`config.mk`:
```
export PLATFORM = sky130hd
export DESIGN_NAME = pwm_multi
export DESIGN_NICKNAME = d
export VERILOG_FILES = /design/src/rtl/pwm_multi.sv
export SDC_FILE = /design/constraint.sdc
export NUM_CORES = 1
export LEC_CHECK = 0
export BUFFER_PORTS_ARGS = -buffer_cell sky130_fd_sc_hd__buf_2
export CAP_MARGIN = 20
export CELL_PAD_IN_SITES_DETAIL_PLACEMENT = 1
export CELL_PAD_IN_SITES_GLOBAL_PLACEMENT = 1
export CORE_UTILIZATION = 50
export DETAILED_ROUTE_END_ITERATION = 6
export PLACE_DENSITY_LB_ADDON = 0.1
export SKIP_CTS_REPAIR_TIMING = 1
export SYNTH_ARGS = -nofsm -noshare
export SYNTH_HDL_FRONTEND = slang
export SYNTH_SLANG_ARGS = --single-unit
```
`constraint.sdc`:
```
create_clock -name clk -period 10.3 [get_ports clk]
set_input_delay 1.545 -clock clk [delete_from_list [all_inputs] [get_ports clk]]
set_output_delay 1.545 -clock clk [all_outputs]
set_load 0.03 [all_outputs]
```
`src/rtl/pwm_multi.sv`:
```
`timescale 1ns/1ps
module pwm_multi #(
  parameter int NCH = 4,
  parameter int CW  = 16,
  parameter int AW  = 12,
  parameter int DW  = 32
) (
  input  logic          clk,
  input  logic          rst_n,
  input  logic          tick_a,
  input  logic          tick_b,
  input  logic [AW-1:0] addr,
  input  logic [DW-1:0] wdata,
  input  logic          wr,
  input  logic          rd,
  output logic [DW-1:0] rdata,
  output logic [NCH-1:0] pwm_out,
  output logic          irq
);
  localparam logic [AW-1:0] A_ENA = AW'('h04);
  localparam logic [AW-1:0] A_DIS = AW'('h08);
  localparam logic [AW-1:0] A_STA = AW'('h0C);
  localparam logic [AW-1:0] A_IEN = AW'('h10);
  localparam logic [AW-1:0] A_IDS = AW'('h14);
  localparam logic [AW-1:0] A_MSK = AW'('h18);
  localparam logic [AW-1:0] A_ISR = AW'('h1C);
  localparam logic [AW-1:0] A_CH0 = AW'('h200);
  localparam logic [AW-6:0] NCH_L = (AW-5)'(NCH);

  logic [NCH-1:0] en_q, msk_q, isr_q, evt;
  logic [NCH-1:0][DW-1:0] chrd;
  logic [DW-1:0]  rd_val;

  wire [AW-1:0] off    = addr - A_CH0;
  wire          ch_hit = (addr >= A_CH0) && (off[AW-1:5] < NCH_L) && (off[1:0] == 2'b00);
  wire [4:0]    ci     = off[9:5];
  wire [2:0]    rsel   = off[4:2];
  wire          isr_rd = rd && (addr == A_ISR);

  wire [NCH-1:0] en_set  = (wr && addr == A_ENA) ? wdata[NCH-1:0] : '0;
  wire [NCH-1:0] en_clr  = (wr && addr == A_DIS) ? wdata[NCH-1:0] : '0;
  wire [NCH-1:0] msk_set = (wr && addr == A_IEN) ? wdata[NCH-1:0] : '0;
  wire [NCH-1:0] msk_clr = (wr && addr == A_IDS) ? wdata[NCH-1:0] : '0;

  assign irq = |(isr_q & msk_q);

  always_ff @(posedge clk or negedge rst_n) begin
    if (!rst_n) begin
      en_q  <= '0;
      msk_q <= '0;
      isr_q <= '0;
      rdata <= '0;
    end else begin
      en_q  <= (en_q | en_set) & ~en_clr;
      msk_q <= (msk_q | msk_set) & ~msk_clr;
      isr_q <= (isr_q & ~{NCH{isr_rd}}) | evt;
      rdata <= rd ? rd_val : '0;
    end
  end

  always_comb begin
    rd_val = '0;
    case (addr)
      A_STA: rd_val[NCH-1:0] = en_q;
      A_MSK: rd_val[NCH-1:0] = msk_q;
      A_ISR: rd_val[NCH-1:0] = isr_q;
      default: begin
        for (int k = 0; k < NCH; k++)
          if (ch_hit && ci == 5'(k)) rd_val = chrd[k];
      end
    endcase
  end

  for (genvar i = 0; i < NCH; i++) begin : g_ch
    logic [CW-1:0] cnt, duty, per;
    logic [3:0]    src;
    logic          ctr, pol, down, tk;

    wire sel = wr && ch_hit && (ci == 5'(i));

    always_comb begin
      case (src)
        4'd0:    tk = 1'b1;
        4'd1:    tk = tick_a;
        4'd2:    tk = tick_b;
        default: tk = 1'b0;
      endcase
    end

    assign evt[i] = en_q[i] && tk && (per != '0) &&
                    (ctr ? (cnt == CW'(1) && (down || cnt >= per))
                         : (cnt >= per - CW'(1)));

    assign pwm_out[i] = (en_q[i] && cnt < duty) ^ pol;

    always_comb begin
      chrd[i] = '0;
      case (rsel)
        3'd0: begin
          chrd[i][3:0] = src;
          chrd[i][8]   = ctr;
          chrd[i][9]   = pol;
        end
        3'd1: chrd[i][CW-1:0] = duty;
        3'd2: chrd[i][CW-1:0] = per;
        3'd3: chrd[i][CW-1:0] = cnt;
        default: ;
      endcase
    end

    always_ff @(posedge clk or negedge rst_n) begin
      if (!rst_n) begin
        cnt  <= '0;
        duty <= '0;
        per  <= '0;
        src  <= '0;
        ctr  <= 1'b0;
        pol  <= 1'b0;
        down <= 1'b0;
      end else begin
        if (sel) begin
          case (rsel)
            3'd0: begin
              src <= wdata[3:0];
              ctr <= wdata[8];
              pol <= wdata[9];
            end
            3'd1: duty <= wdata[CW-1:0];
            3'd2: per  <= wdata[CW-1:0];
            default: ;
          endcase
        end
        if (!en_q[i]) begin
          cnt  <= '0;
          down <= 1'b0;
        end else if (tk && per != '0) begin
          if (!ctr) begin
            down <= 1'b0;
            cnt  <= (cnt >= per - CW'(1)) ? '0 : cnt + CW'(1);
          end else if (!down && cnt < per) begin
            cnt <= cnt + CW'(1);
          end else if (cnt <= CW'(1)) begin
            cnt  <= '0;
            down <= 1'b0;
          end else begin
            cnt  <= cnt - CW'(1);
            down <= 1'b1;
          end
        end
      end
    end


    en_set_chk: assert property (@(posedge clk) disable iff (!rst_n)
      (wr && addr == A_ENA && wdata[i]) |=> en_q[i]);

    msk_clr_chk: assert property (@(posedge clk) disable iff (!rst_n)
      (wr && addr == A_IDS && wdata[i]) |=> !msk_q[i]);

    idle_zero_chk: assert property (@(posedge clk) disable iff (!rst_n)
      !en_q[i] |=> cnt == '0);

    cnt_range_chk: assert property (@(posedge clk) disable iff (!rst_n)
      (en_q[i] && !ctr && per != '0 && cnt < per) |=> (cnt < per || !$stable(per) || ctr));

    zero_per_chk: assert property (@(posedge clk) disable iff (!rst_n)
      (per == '0) |-> !evt[i]);
  end


  isr_clear_chk: assert property (@(posedge clk) disable iff (!rst_n)
    isr_rd |=> (isr_q & ~$past(evt)) == '0);

  rdata_idle_chk: assert property (@(posedge clk) disable iff (!rst_n)
    !rd |=> rdata == '0);
endmodule

```
==> metrics.yaml, run 1 <==
synthFlopType: "dfrtp_1"
fp.dieH_um: 201
setup_viol: 0
grt_start_max_net_pins: 110
vdd_drop_max_uv: 139
root_buffer: "clkbuf_16"
max_freq_ghz: 0.205
grt_pass1_wl_mm: 109
ys_ff_latch: 248
postPlaceCellArea_um2: 20200
drcViolationCount: 0
status: "complete, no violations"
finalClockSkew_ns: 0.0111
hold_viol: 0
worst-setup-path-type: "reg -> out"
p_leak_uw: 0.0104
dr.first_iter.drc_count: 1152
slowest_stage: "dfrtp_1"
h-tree-depth: 1
io_buffers: 54
ios: 87
yosysWarnings: 0
yosysMostFrequentCell: "nand2_1"
clock-sinks: 248
fillerInstances: 4632
cts_tree: "done"
max_stage_delay_ns: 0.58
crit_top_cell: "a21o_1"
synth-edff-count: 0
antenna_cells: 0
final_cells: 2901
worstSetupStartpointType: "register"
r2r-start: "g_ch[3].per[0]"
cts.clk_slew.worst_paths_ns: 0.06
yosysSeqAreaShare: 0.314
core_um2: 38800
dp_hpwl_mm: 50.1
p_per_area_nw_per_um2: 105
hp-start: "msk_q[2]"
slew_violations: 0
clockBufferDepth: 3
max_cap_violations: 0
drive_gt1_frac: 0.0831
dp.cells: 2840
top_layer: "met4"
ant_nets: 0
start_util: 0.508
async_reset_ff_frac: 1.00
vias: 18700
clk-insertion-delay-late_ns: 0.59
die_x_um: 201
final_nets: 2616
final_util: 0.550
grt_pass1_vias: 19200
maxSlewHeadroom: 0.211
dr.pass1.iters: 5
wl_met2_mm: 32.6
vias_per_cell: 6.44
gr-total-overflow: 0
yosysTopAreaCellShare: 0.314
cp.required_ns: 8.76
die_area_um2: 40300
worstPathArrival_ns: 3.34
track_usage: 0.342
syn_inst: 2396
place.gp.congestion: 0.924
avgRoutedWirePerCell_um: 23.8
ys_types: 86
syn-mean-instance-area_um2: 8.24
hp-class: "reg -> reg"
synth_common_cells: "283 x nand2_1, 271 x o21ai_0, 248 x dfrtp_1, 205 x ha_1, 164 x inv_1"
min_period_ns: 4.89
cp-end-kind: "output port"
crit_fanout: 10
wl_met3_mm: 3.45
syn_area_um2: 19700
wl_mm: 68.9
cts_buffers: 30
tightest_slew_ns: 1.18
design_area_um2: 21400
rows: 72
wirelength_met1_mm: 30.3
tns_ns: 0
layout_setup_ws_ns: 5.41
rsz0062_at_grt: "no"
fin_crit_sh: 0.474
synth.largest_area_cell: "dfrtp_1"
antenna_found_initial: 1
path_cells: "ha_1 -> a21o_1 -> a21o_1 -> a211oi_1 -> o21a_1 -> o31a_1 -> o2111ai_1 -> xnor2_1 -> buf_2"
worstSetupStartpoint: "g_ch[1].cnt[1]"
synthTopCellsByArea: "dfrtp_1 31%, ha_1 13%, o21ai_0 6.9%"
syn_to_final_growth_pct: 8.16
place_worst_setup_slack_ns: 5.56
## per-layer routing
| metal | GRT usage | up-vias |
|---|---|---|
| met5 | 0 | - |
| met4 | 0.119 | 0 |
| met3 | 0.0398 | 123 |
| met2 | 0.568 | 476 |
| met1 | 0.461 | 9474 |
| li1 | - | 8610 |
## state kept, by name, indices dropped and copies added (netlist names)
| signal | count |
|---|---|
| g_ch.pol | 4 |
| g_ch.src | 16 |
| isr_q | 4 |
| g_ch.down | 4 |
| g_ch.ctr | 4 |
| g_ch.duty | 64 |
| g_ch.cnt | 64 |
| msk_q | 4 |
| g_ch.per | 64 |
| rdata | 16 |
| en_q | 4 |
## cell usage in the layout (no fill, tap or decap), drive strengths merged, types with 10 or more instances in the layout
master   count
a211oi      23
a21o        38
a21oi      117
a221o       11
a221oi      26
a22o        18
a22oi       60
a31oi       12
a32o        13
and2        20
and3        31
buf         81
clkbuf      47
conb        16
dfrtp      248
ha         205
inv        164
mux2        31
mux2i       14
nand2      283
nand2b      19
nand3       68
nand4       30
nor2       121
nor2b       25
nor3        57
nor3b       12
nor4        34
o2111ai     10
o211ai      15
o21a        17
o21ai      275
o22ai       24
or3         15
xnor2       69
## final cells by class
| cell class | instances | area [um2] | area share |
|---|---|---|---|
| multi-input cells | 1836 | 12300 | 0.576 |
| clock buffers | 47 | 926 | 0.0434 |
| repair buffers | 81 | 544 | 0.0255 |
| clock inverters | 7 | 110 | 0.00516 |
| flip-flops and latches | 248 | 6210 | 0.291 |
| well taps | 518 | 648 | 0.0304 |
| inverters | 164 | 616 | 0.0288 |
## worst paths after layout
| path | end | slack (ns) | depth (start not counted) |
|---|---|---|---|
| max | pwm_out[1] | 5.41 | 9 |
| min | msk_q[2] | 0.53 | 1 |
| max reg2reg | g_ch[3].cnt[8] | 5.64 | 15 |
| min reg2reg | msk_q[2] | 0.53 | 1 |
| max in group asynchronous | g_ch[3].duty[7] | 7.86 | 2 |
| min in group asynchronous | g_ch[3].cnt[12] | 1.04 | 1 |
## report_power, final
part           switching (uW)  total, uW  internal [uW]  leakage (uW)
registers                1.42        977            975       0.00281
clock network             450       1130            685      0.000513
logic                     110        141           30.8       0.00704
## kinds of logic (layout without fill, tap and decap cells)
family	after synthesis	count (layout)	synth area share
fa+ha+maj	205	205	0.130
other cells	1	16	0.000190
xor+xnor	77	77	0.0342
compound gates	739	739	0.241
simple gates	754	754	0.187
buf+inv	327	299	0.0677
mux	45	45	0.0248
flops	248	248	0.314
## critical path: cells and delay by family, from the launching register on
family / cells / cell delay, ns
xor+xnor: 1 / 0.41
compound gates: 6 / 1.16
buf+inv: 1 / 0.28
fa+ha+maj: 1 / 0.31
flops: 1 / 0.58
## stage by stage
stage / total power [uW] / hold slack, ns
after detailed placement: 1130 / 0.500
after global placement: 1130 / 0.483
final: 2250 / 0.529
after floorplan: 1070 / 0.456
after CTS: 2270 / 0.528
after global routing: 2300 / 0.548
No activity file was read; power rests on OpenSTA's default activity.
==> run 2: changes to the inputs <==
CORE_UTILIZATION = 48   (was 50)
clock period = 4.6 ns   (was 10.3 ns; I/O delays follow)
==> metrics.yaml, run 2 (same netlist as run 1, synthesis figures left out) <==
cts_tree: "done"
max_stage_delay_ns: 0.49
dr.first_iter.drc_count: 1232
rsz0062_at_grt: "no"
grt_pass1_wl_mm: 111
dp_hpwl_mm: 51.8
cp.required_ns: 5.11
r2r-start: "g_ch[3].per[1]"
min_period_ns: 4.34
vias: 18900
grt_pass1_vias: 19300
fillerInstances: 4829
worst-setup-path-type: "reg -> reg"
avgRoutedWirePerCell_um: 24.1
cp-end-kind: "register"
place.gp.congestion: 0.961
max_cap_violations: 0
vias_per_cell: 6.45
dr.pass1.iters: 6
fp.dieH_um: 205
root_buffer: "clkbuf_16"
io_buffers: 54
hold_viol: 0
status: "complete, no violations"
slowest_stage: "or4b_1"
grt.met1_usage: 0.450
final_util: 0.535
p_per_area_nw_per_um2: 237
finalClockSkew_ns: 0.0152
start_util: 0.491
cts.clk_slew.worst_paths_ns: 0.06
tightest_slew_ns: 0.978
fin_crit_sh: 0.944
ant_nets: 0
layout_commonest_cell: "nand2_1"
cpLargestDelayFamily: "simple AND/OR/NAND/NOR gates"
worstSetupStartpoint: "g_ch[3].per[1]"
cts_buffers: 30
clock-sinks: 248
hp-class: "in -> async"
grt_most_used_layer: "met2"
rows: 73
gr-total-overflow: 0
top_regs: "g_ch.cnt (64), g_ch.duty (64), g_ch.per (64)"
core_um2: 40200
maxSlewHeadroom: 0.348
path_cells: "inv_1 -> ha_1 -> or4b_1 -> or3_1 -> nor4_1 -> xnor2_1 -> ha_1 -> a21o_1 -> a21oi_1 -> or3b_2 -> a211oi_2 -> a21oi_4 -> nor2_1 -> a21oi_1 -> o22ai_1"
clk-insertion-delay-late_ns: 0.60
crit_fanout: 15
syn_to_final_growth_pct: 9.01
setup_viol: 0
crit_buf_inv: 1
die_area_um2: 41900
ios: 87
clockBufferDepth: 3
grtUsageMet3: 0.0533
grt_use_met2: 0.554
slew_violations: 0
die_x_um: 205
tns_ns: 0
p_leak_uw: 0.0105
track_usage: 0.340
worstSetupStartpointType: "register"
drive_gt1_frac: 0.0943
wl_mm: 70.7
vdd_drop_max_uv: 307
antenna_found_initial: 2
drcViolationCount: 0
layout_common_cells: "283 x nand2_1, 271 x o21ai_0, 248 x dfrtp_1"
final_nets: 2638
max_freq_ghz: 0.230
h-tree-depth: 1
worstPathArrival_ns: 4.85
grt_start_max_net_pins: 116
run 2: cell count changes in the layout (fill, tap and decap cells not counted), sizes merged:
cell      change
diode         +1
clkbuf        -4
buf          +22
clkinvlp      +1
clkinv        +4
run 2: worst register-to-register path, stage by stage (launching register included):
cell	delay, ns
dfrtp_1	0.40
inv_1	0.12
ha_1	0.23
or4b_1	0.49
or3_1	0.46
nor4_1	0.29
xnor2_1	0.17
ha_1	0.27
a21o_1	0.16
a21oi_1	0.21
or3b_2	0.49
a211oi_2	0.34
a21oi_4	0.15
nor2_1	0.23
a21oi_1	0.11
o22ai_1	0.15
run 2: final timing paths:
path / end / slack [ns] / cells past startpoint
setup / recovery: g_ch[3].cnt[11] / 0.26 / 15
hold / removal: g_ch[3].cnt[12] / 0.22 / 1
setup reg to reg: g_ch[3].cnt[11] / 0.26 / 15
hold reg to reg: msk_q[0] / 0.52 / 1
max in group asynchronous: g_ch[0].duty[1] / 3.40 / 2
min in group clk: g_ch[0].duty[5] / 0.51 / 3
run 2: where the power goes:
group | internal (uW) | switching, uW
sequential | 2180 | 3.09
combinational | 70.1 | 254
clock | 1550 | 1030
run 2: cell type report:
type / count / area (um2) / area share
antenna: 1 / 2.50 / 0.000116
sequential: 248 / 6210 / 0.288
clock inverter: 12 / 138 / 0.00640
tap: 525 / 657 / 0.0305
timing repair buffer: 103 / 673 / 0.0313
clock buffer: 43 / 921 / 0.0428
inverter: 164 / 616 / 0.0286
multi-input combinational: 1836 / 12300 / 0.572
run 2: metrics by stage:
step                total power, uW  cells  instance area, um2  setup WS, ns  hold slack [ns]
floorplan                      2390   2411               19800         0.656            0.394
global placement               2540   2876               20500         0.290            0.487
detailed placement             2540   2876               20500         0.157            0.499
CTS                            5120   2931               21500         0.132            0.245
global route                   5220   2932               21500        0.0337            0.291
finish                         5090   2932               21500         0.256            0.217
run 2: layer usage:
layer / vias up / part of all wire
li1: 8643 / -
met1: 9571 / 0.44
met2: 549 / 0.46
met3: 150 / 0.061
met4: 0 / 0.039
met5: - / 0
